`src/rtl/flitmux_pkg.sv`:
```
// Shared types of the protocol flit multiplexer.
package flitmux_pkg;
    typedef enum logic [1:0] {
        TAG_IO    = 2'b00,
        TAG_CACHE = 2'b01,
        TAG_MEM   = 2'b10
    } proto_tag_e;
endpackage

```
`src/rtl/flitmux_mode_gate.sv`:
```
// Captures the link mode once, on the first cycle mode_valid is seen.
// Assumes the mode source is stable when it raises mode_valid.
module flitmux_mode_gate (
    input  logic clk,
    input  logic rst_n,
    input  logic mode_valid,
    input  logic mode_cxl,
    output logic locked,
    output logic cxl_en
);
    // Latch the mode on first valid; ignore everything afterwards.
    always_ff @(posedge clk) begin
        if (!rst_n) begin
            locked <= 1'b0;
            cxl_en <= 1'b0;
        end else if (!locked && mode_valid) begin
            locked <= 1'b1;
            cxl_en <= mode_cxl;
        end
    end
endmodule

```
`src/rtl/flitmux_starve_ctr.sv`:
```
// Counts consecutive cycles the I/O channel waits with a flit.
// Raises force_io once the count reaches a nonzero limit.
module flitmux_starve_ctr #(
    parameter int STARVE_W = 8
) (
    input  logic                clk,
    input  logic                rst_n,
    input  logic                io_valid,
    input  logic                io_taken,
    input  logic [STARVE_W-1:0] limit,
    output logic [STARVE_W-1:0] count,
    output logic                force_io
);
    localparam logic [STARVE_W-1:0] CNT_MAX = '1;

    // Run length of unserved I/O cycles, saturating.
    always_ff @(posedge clk) begin
        if (!rst_n)                    count <= '0;
        else if (!io_valid || io_taken) count <= '0;
        else if (count != CNT_MAX)     count <= count + 1'b1;
    end

    // Override request when the wait has reached the limit.
    always_comb force_io = (limit != '0) && (count >= limit) && io_valid;
endmodule

```
`src/rtl/flitmux_arbiter.sv`:
```
// Picks one channel per cycle: hold on stall, starvation override,
// coherency classes (alternating), then I/O. Assumes sources hold
// valid until accepted.
module flitmux_arbiter
    import flitmux_pkg::*;
(
    input  logic       clk,
    input  logic       rst_n,
    input  logic       locked,
    input  logic       cxl_en,
    input  logic       io_v,
    input  logic       cache_v,
    input  logic       mem_v,
    input  logic       force_io,
    input  logic       out_ready,
    output proto_tag_e sel,
    output logic       any,
    output logic       hold
);
    logic       prefer_mem;
    proto_tag_e hold_sel;
    logic       c_ok, m_ok;

    // Coherency channels only count in full mode.
    always_comb begin
        c_ok = cxl_en && cache_v;
        m_ok = cxl_en && mem_v;
    end

    // Selection by priority order.
    always_comb begin
        any = locked && (hold || io_v || c_ok || m_ok);
        if (hold)              sel = hold_sel;
        else if (force_io)     sel = TAG_IO;
        else if (c_ok && m_ok) sel = prefer_mem ? TAG_MEM : TAG_CACHE;
        else if (c_ok)         sel = TAG_CACHE;
        else if (m_ok)         sel = TAG_MEM;
        else                   sel = TAG_IO;
    end

    // Remember a stalled choice and the coherency turn.
    always_ff @(posedge clk) begin
        if (!rst_n) begin
            hold       <= 1'b0;
            hold_sel   <= TAG_IO;
            prefer_mem <= 1'b0;
        end else begin
            hold     <= any && !out_ready;
            hold_sel <= sel;
            if (any && out_ready && sel == TAG_CACHE) prefer_mem <= 1'b1;
            if (any && out_ready && sel == TAG_MEM)   prefer_mem <= 1'b0;
        end
    end
endmodule

```
`src/rtl/proto_flit_mux.sv`:
```
// Top: three flit sources onto one tagged link port with mode gating,
// class priority, coherency round-robin and I/O starvation override.
module proto_flit_mux
    import flitmux_pkg::*;
#(
    parameter int FLIT_W   = 32,
    parameter int STARVE_W = 8
) (
    input  logic                clk,
    input  logic                rst_n,
    input  logic                mode_valid,
    input  logic                mode_cxl,
    input  logic [STARVE_W-1:0] starve_limit,
    input  logic                io_valid,
    input  logic [FLIT_W-1:0]   io_data,
    output logic                io_ready,
    input  logic                cache_valid,
    input  logic [FLIT_W-1:0]   cache_data,
    output logic                cache_ready,
    input  logic                mem_valid,
    input  logic [FLIT_W-1:0]   mem_data,
    output logic                mem_ready,
    output logic                out_valid,
    output logic [FLIT_W-1:0]   out_data,
    output logic [1:0]          out_tag,
    input  logic                out_ready
);
    logic                mode_locked, link_cxl, force_io, hold_q;
    logic [STARVE_W-1:0] starve_cnt;
    proto_tag_e          sel;

    flitmux_mode_gate u_mode (
        .clk(clk), .rst_n(rst_n), .mode_valid(mode_valid), .mode_cxl(mode_cxl),
        .locked(mode_locked), .cxl_en(link_cxl)
    );

    flitmux_starve_ctr #(.STARVE_W(STARVE_W)) u_starve (
        .clk(clk), .rst_n(rst_n), .io_valid(io_valid && mode_locked),
        .io_taken(io_ready), .limit(starve_limit),
        .count(starve_cnt), .force_io(force_io)
    );

    flitmux_arbiter u_arb (
        .clk(clk), .rst_n(rst_n), .locked(mode_locked), .cxl_en(link_cxl),
        .io_v(io_valid), .cache_v(cache_valid), .mem_v(mem_valid),
        .force_io(force_io), .out_ready(out_ready),
        .sel(sel), .any(out_valid), .hold(hold_q)
    );

    // Steer payload and tag, and hand the ready back to the winner.
    always_comb begin
        out_tag     = sel;
        io_ready    = out_valid && out_ready && sel == TAG_IO;
        cache_ready = out_valid && out_ready && sel == TAG_CACHE;
        mem_ready   = out_valid && out_ready && sel == TAG_MEM;
        case (sel)
            TAG_CACHE: out_data = cache_data;
            TAG_MEM:   out_data = mem_data;
            default:   out_data = io_data;
        endcase
    end
endmodule

```
`config.mk`:
```
export PLATFORM = sky130hd
export DESIGN_NAME = proto_flit_mux
export DESIGN_NICKNAME = d
export VERILOG_FILES = /design/src/rtl/flitmux_pkg.sv /design/src/rtl/flitmux_mode_gate.sv /design/src/rtl/flitmux_starve_ctr.sv /design/src/rtl/flitmux_arbiter.sv /design/src/rtl/proto_flit_mux.sv
export SDC_FILE = /design/constraint.sdc
export NUM_CORES = 1
export LEC_CHECK = 0
export ABC_AREA = 0
export BUFFER_PORTS_ARGS = -buffer_cell sky130_fd_sc_hd__clkbuf_2
export CORE_UTILIZATION = 37
export DETAILED_ROUTE_END_ITERATION = 10
export GPL_ROUTABILITY_DRIVEN = 1
export GPL_TIMING_DRIVEN = 0
export PLACE_DENSITY_LB_ADDON = 0.1
export RECOVER_POWER = 100
export SETUP_SLACK_MARGIN = 0.2
export SLEW_MARGIN = 40
export SYNTH_ARGS = -nofsm -noshare
export SYNTH_HDL_FRONTEND = slang
export SYNTH_SLANG_ARGS = --single-unit
```
`constraint.sdc`:
```
create_clock -name clk -period 4.8 [get_ports clk]
set_input_delay 0.96 -clock clk [delete_from_list [all_inputs] [get_ports clk]]
set_output_delay 0.96 -clock clk [all_outputs]
set_load 0.03 [all_outputs]
```
== Yosys cells after proc, flatten, opt, wreduce, memory -nomap -nowiden ==
Index checks and enable logic that the tools add are counted.
Storage, ports and cells
  output and inout bits: 38
  word-level logic and storage cells: 43
  bits of input ports: 112
  bits in registers: 14
Operators by class
  equality and inequality tests: 3
  multiplexer cells: 7
  bitwise logic cells: 1
  reduce and logical (&&, ||, !) cells: 24
  order comparisons: 1
  add/subtract/negate cells: 1
Operators by type and width (count)
  case mux 32 bit (2 select lines): 1
  logical AND 1 bit: 13
  2-to-1 mux 2 bit: 6
  adder 8 x 1 -> 8 bit (second input constant): 1
  >= comparator 8 bit: 1
  inequality test 8 bit (second input constant): 1
  nonzero test 8 bit: 1
  logical OR 1 bit: 4
  OR reduction 2 bit: 2
  zero test 1 bit: 3
  == test 2 x 1 -> 1 bit (second input constant): 1
  == test 2 bit (second input constant): 1
  zero test 2 bit: 1
  NOT 1 bit: 1

== Logic depth before layout (Yosys ltp) ==
  depth in word-level cells: 10
  depth in mapped cells: 11
  gate-level depth less buffers: 10

== Cells and area by module ==
A second synthesis with hierarchy kept.
Second synthesis, totals
  cell total of the unflattened synthesis: 219
  area, all modules: 1856.8 sq um
By module, submodules not included
  proto_flit_mux: area an instance 1006.0 sq um, seq. area each 0.0 sq um, cells an instance 120, times used 1
  flitmux_starve_ctr: area an instance 576.8 sq um, seq. area each 160.2 sq um, cells an instance 73, times used 1
  flitmux_arbiter: area an instance 195.2 sq um, seq. area each 80.1 sq um, cells an instance 19, times used 1
  flitmux_mode_gate: area an instance 78.8 sq um, seq. area each 40.0 sq um, cells an instance 7, times used 1

== Worst setup path before layout ==
No wires, ideal clock.
  kind: input to output
  from: in starve_limit[2]
  to: out out_data[0]
  arrival time: 3597 ps
  data required time: 3840 ps
  cell stages on the path: 11
  path slack: 243 ps
  buffers on the path: 2
  cell sequence: inv_1 ha_1 a211o_1 a31oi_1 o2111ai_1 o211ai_1 ha_1 clkbuf_1 clkbuf_1 a22oi_1 a21oi_1
On the way
  cells in the longest elaborated chain, start to end: 7
  elaborated cells on any way between the ends: 9
  classes of those cells: order compare: 1; eq/ne: 2; mux: 3; reduce/logical: 3
RTL lines
  start: declaration: line proto_flit_mux.sv:13  | input logic [STARVE_W-1:0] starve_limit,
  >= comparator 8 bit / nonzero test 8 bit (equally long branches): line flitmux_starve_ctr.sv:24  | always_comb force_io = (limit != '0) && (count >= limit) && io_valid;
  logical AND 1 bit * (2 in series): line flitmux_starve_ctr.sv:24
  2-to-1 mux 2 bit *: line flitmux_arbiter.sv:34  | else if (force_io) sel = TAG_IO;
  2-to-1 mux 2 bit *: line flitmux_arbiter.sv:33  | if (hold) sel = hold_sel;
  net out_tag[0]: line proto_flit_mux.sv:25  | output logic [1:0] out_tag,
  == test 2 bit / == test 2 x 1 -> 1 bit (equally long branches): line proto_flit_mux.sv:56  | case (sel)
  case mux 32 bit (2 select lines) *: line proto_flit_mux.sv:56
  end: declaration: line proto_flit_mux.sv:24  | output logic [FLIT_W-1:0] out_data,
Mark *: on every way through the listed nets, which the timed path passes. The rest lies on a longest branch.

== Final worst setup path ==
  from: in starve_limit[2]
  to: out out_data[11]
On the way
  cells in the longest elaborated chain, start to end: 7
  elaborated cells on any way between the ends: 9
  classes of those cells: order compare: 1; eq/ne: 2; mux: 3; reduce/logical: 3
RTL lines (line)
  >= comparator 8 bit / nonzero test 8 bit (equally long branches): flitmux_starve_ctr.sv:24
  logical AND 1 bit * (2 in series): flitmux_starve_ctr.sv:24
  2-to-1 mux 2 bit *: flitmux_arbiter.sv:34
  2-to-1 mux 2 bit *: flitmux_arbiter.sv:33
  == test 2 bit / == test 2 x 1 -> 1 bit (equally long branches): proto_flit_mux.sv:56
  case mux 32 bit (2 select lines) *: proto_flit_mux.sv:56
Mark *: on every way between the ends. The rest lies on a longest branch, timed or not.

==> flow_summary.ini <==
[outcome]
status = complete, no violations

[clock_network]
cts_tree = done
ctsHoldBuffers = 0
cts_sinks = 14
htreeDepth = 1
cts_buffer_depth = 2
clkLatencyLatePin_ns = 0.24
cts_root_buffer = clkbuf_8
cts_setup_buffers = 0
cts_resized = 9
path_clk_slew_ns = 0.06
cts_buffers = 3

[placed_design]
place_hpwl_um = 4770
io_buffers = 149
preCtsSetupSlack_ns = -0.00335
place_congestion = 0.882

[routing]
vias_per_cell = 5.22
num_vias = 2259
firstDrtPassIters = 4
drc = 0
postRouteWirelength_um = 5600
routedWlPerCell_um = 12.9
ant_nets = 0
drt_iter0_markers = 146

[cells_and_area]
final_nets = 509
final_cell_mix = clkbuf_2, nor2_1, a21oi_1
layout_commonest_cell = clkbuf_2
syn_to_final_growth_pct = 53.9
diodes = 0
drive_gt1_frac = 0.415

[synthesis]
yosysSeqAreaShare = 0.177
synth_fp_nets = 355
synth_area_mm2 = 0.00158
synth.area.top_cells = dfxtp_1, a22oi_1, nor2_1
ys_warn_count = 0
synth_top_area_share = 0.177
yosysTopAreaCell = dfxtp_1
synthCells = 231
ys_ff_latch = 14
synth_cell_type_count = 40
syn_area_per_cell_um2 = 6.86

[pwr]
power.total_uw = 493
clkPwrFrac = 0.192
power_density_mw_per_mm2 = 202
netSwitchingFraction = 0.452
pwr-share-comb = 0.563
p_sw_uw = 223
p_int_uw = 270
peakVddDrop_mv = 0.117
seq_power_share = 0.245
p_leak_uw = 0.00128

[global_route]
gr-total-overflow = 0
grt_pass1_vias = 1983
grt_use_total = 0.241
grt_max_degree = 11
grt_pass1_wl_um = 8570
antenna_found_initial = 0

[sta]
setup_ws_ns = 0.254
slew_headroom = 0.615
tightestPinTransition_ns = 0.573
slew_viol_final = 0
max_freq_ghz = 0.220
rsz0062_at_grt = true
period_share = 0.947
hold_viol = 0
tns_ns = 0
finalSetupViolations = 0
fin_skew_ns = 0.00219
min_period_ns = 4.55

[run]
maxCapViolCount = 0

[hold_path]
holdCritPathClass = reg -> reg

[critical_path]
path_class = in -> out
worst_ep_required_time_ns = 3.84
arrival_ns = 3.59
cp-end-kind = output pin
start_kind = input pin
cp_max_fo = 10

[die]
die_h_um = 67.4
pin_count = 150
dieArea_mm2 = 0.00455
dieWidth_um = 67.4
core_mm2 = 0.00406
rows = 23
initial_core_util = 0.390
## worst max-delay path, stage by stage
cell and delay [ns]:
clkbuf_2 0.11, inv_1 0.05, ha_1 0.30, a211o_1 0.26
a31oi_1 0.29, o2111ai_1 0.17, and3_1 0.24, ha_1 0.27
clkbuf_2 0.19, clkbuf_4 0.24, nor2_1 0.07, a21oi_1 0.11
clkbuf_1 0.33
## metrics by stage
step	hold WS, ns	instance area, um^2	instances	util
detailed placement	0.521	2390	430	0.590
global placement	0.517	2390	430	0.590
global route	0.579	2440	433	0.601
floorplan	0.495	1580	231	-
finish	0.531	2440	433	0.601
CTS	0.531	2440	433	0.603
## state kept, by name, summed over array words and instances (netlist names)
signal and cells:
u_starve.count 8, u_arb.hold_sel 2, u_arb.hold 1, u_arb.prefer_mem 1, u_mode.cxl_en 1, u_mode.locked 1
## layer usage
metal  global-route usage  share of wire
met5                    0              0
met4               0.0452         0.0080
met3               0.0541          0.086
met2                0.420           0.49
met1                0.300           0.42
## area by class of cell
| class | instances | area, um^2 |
|---|---|---|
| multi-input cells | 190 | 1200 |
| plain buffers | 15 | 76.3 |
| clock buffers | 3 | 41.3 |
| repair buffers | 149 | 731 |
| fillers | 413 | 1620 |
| well taps | 50 | 62.6 |
| flip-flops and latches | 14 | 280 |
| inverters | 12 | 45.0 |
## worst paths after layout
path                                        start                 to  slack, ns  cells after the start
worst max-delay path              starve_limit[2]       out_data[11]       0.25                     13
worst max register to register  u_starve.count[2]  u_starve.count[2]       2.13                      9
worst min register to register      u_mode.locked      u_mode.locked       0.53                      2
worst min-delay path                u_mode.locked      u_mode.locked       0.53                      2
## power by group through the flow
stage | clock network, uW | registers, uW | logic [uW]
after floorplan | 0 | 123 | 170
after global placement | 0 | 123 | 276
after detailed placement | 0 | 123 | 277
after CTS | 98.8 | 121 | 280
after global routing | 103 | 121 | 299
final | 94.8 | 121 | 277
## cells in the mapped netlist
cell type   n
dfxtp_1    14
a21boi_1    1
o21ai_0     2
o22ai_1     1
xnor2_1     1
and3b_1     1
nand2b_1    2
o211a_1     1
o32a_1      1
or3_1       1
a31oi_1     2
o211ai_1    3
nand4_2     1
nor3b_1     1
mux2i_1     3
nor3_1      4
or2_1       1
a21boi_0    1
xor2_1      1
buf_1       2
nor2b_1     2
nand4_1     1
o21ai_1     3
o2111ai_1   3
a211o_1     2
ha_1       12
inv_1      12
nand3_1     6
a21oi_2     1
a22oi_1    32
o21bai_1    1
nor4_4      2
nand2_1     9
a21oi_1    33
and4_1      1
nor2_1     45
nor3_2      1
o21a_1      1
and3_1      7
clkbuf_1   13
## cells by family (layout without fill, tap and decap cells)
kind of cell,after synthesis,count (layout),synth area share
AOI/OAI and AO/OA,88,88,0.363
buffers and inverters,27,179,0.0640
muxes,3,3,0.0190
adders and majority gates,12,12,0.0948
DFF,14,14,0.177
and+or+nand+nor,85,85,0.272
xor gates and xnor gates,2,2,0.0111
No activity file was read; power rests on OpenSTA's default activity.
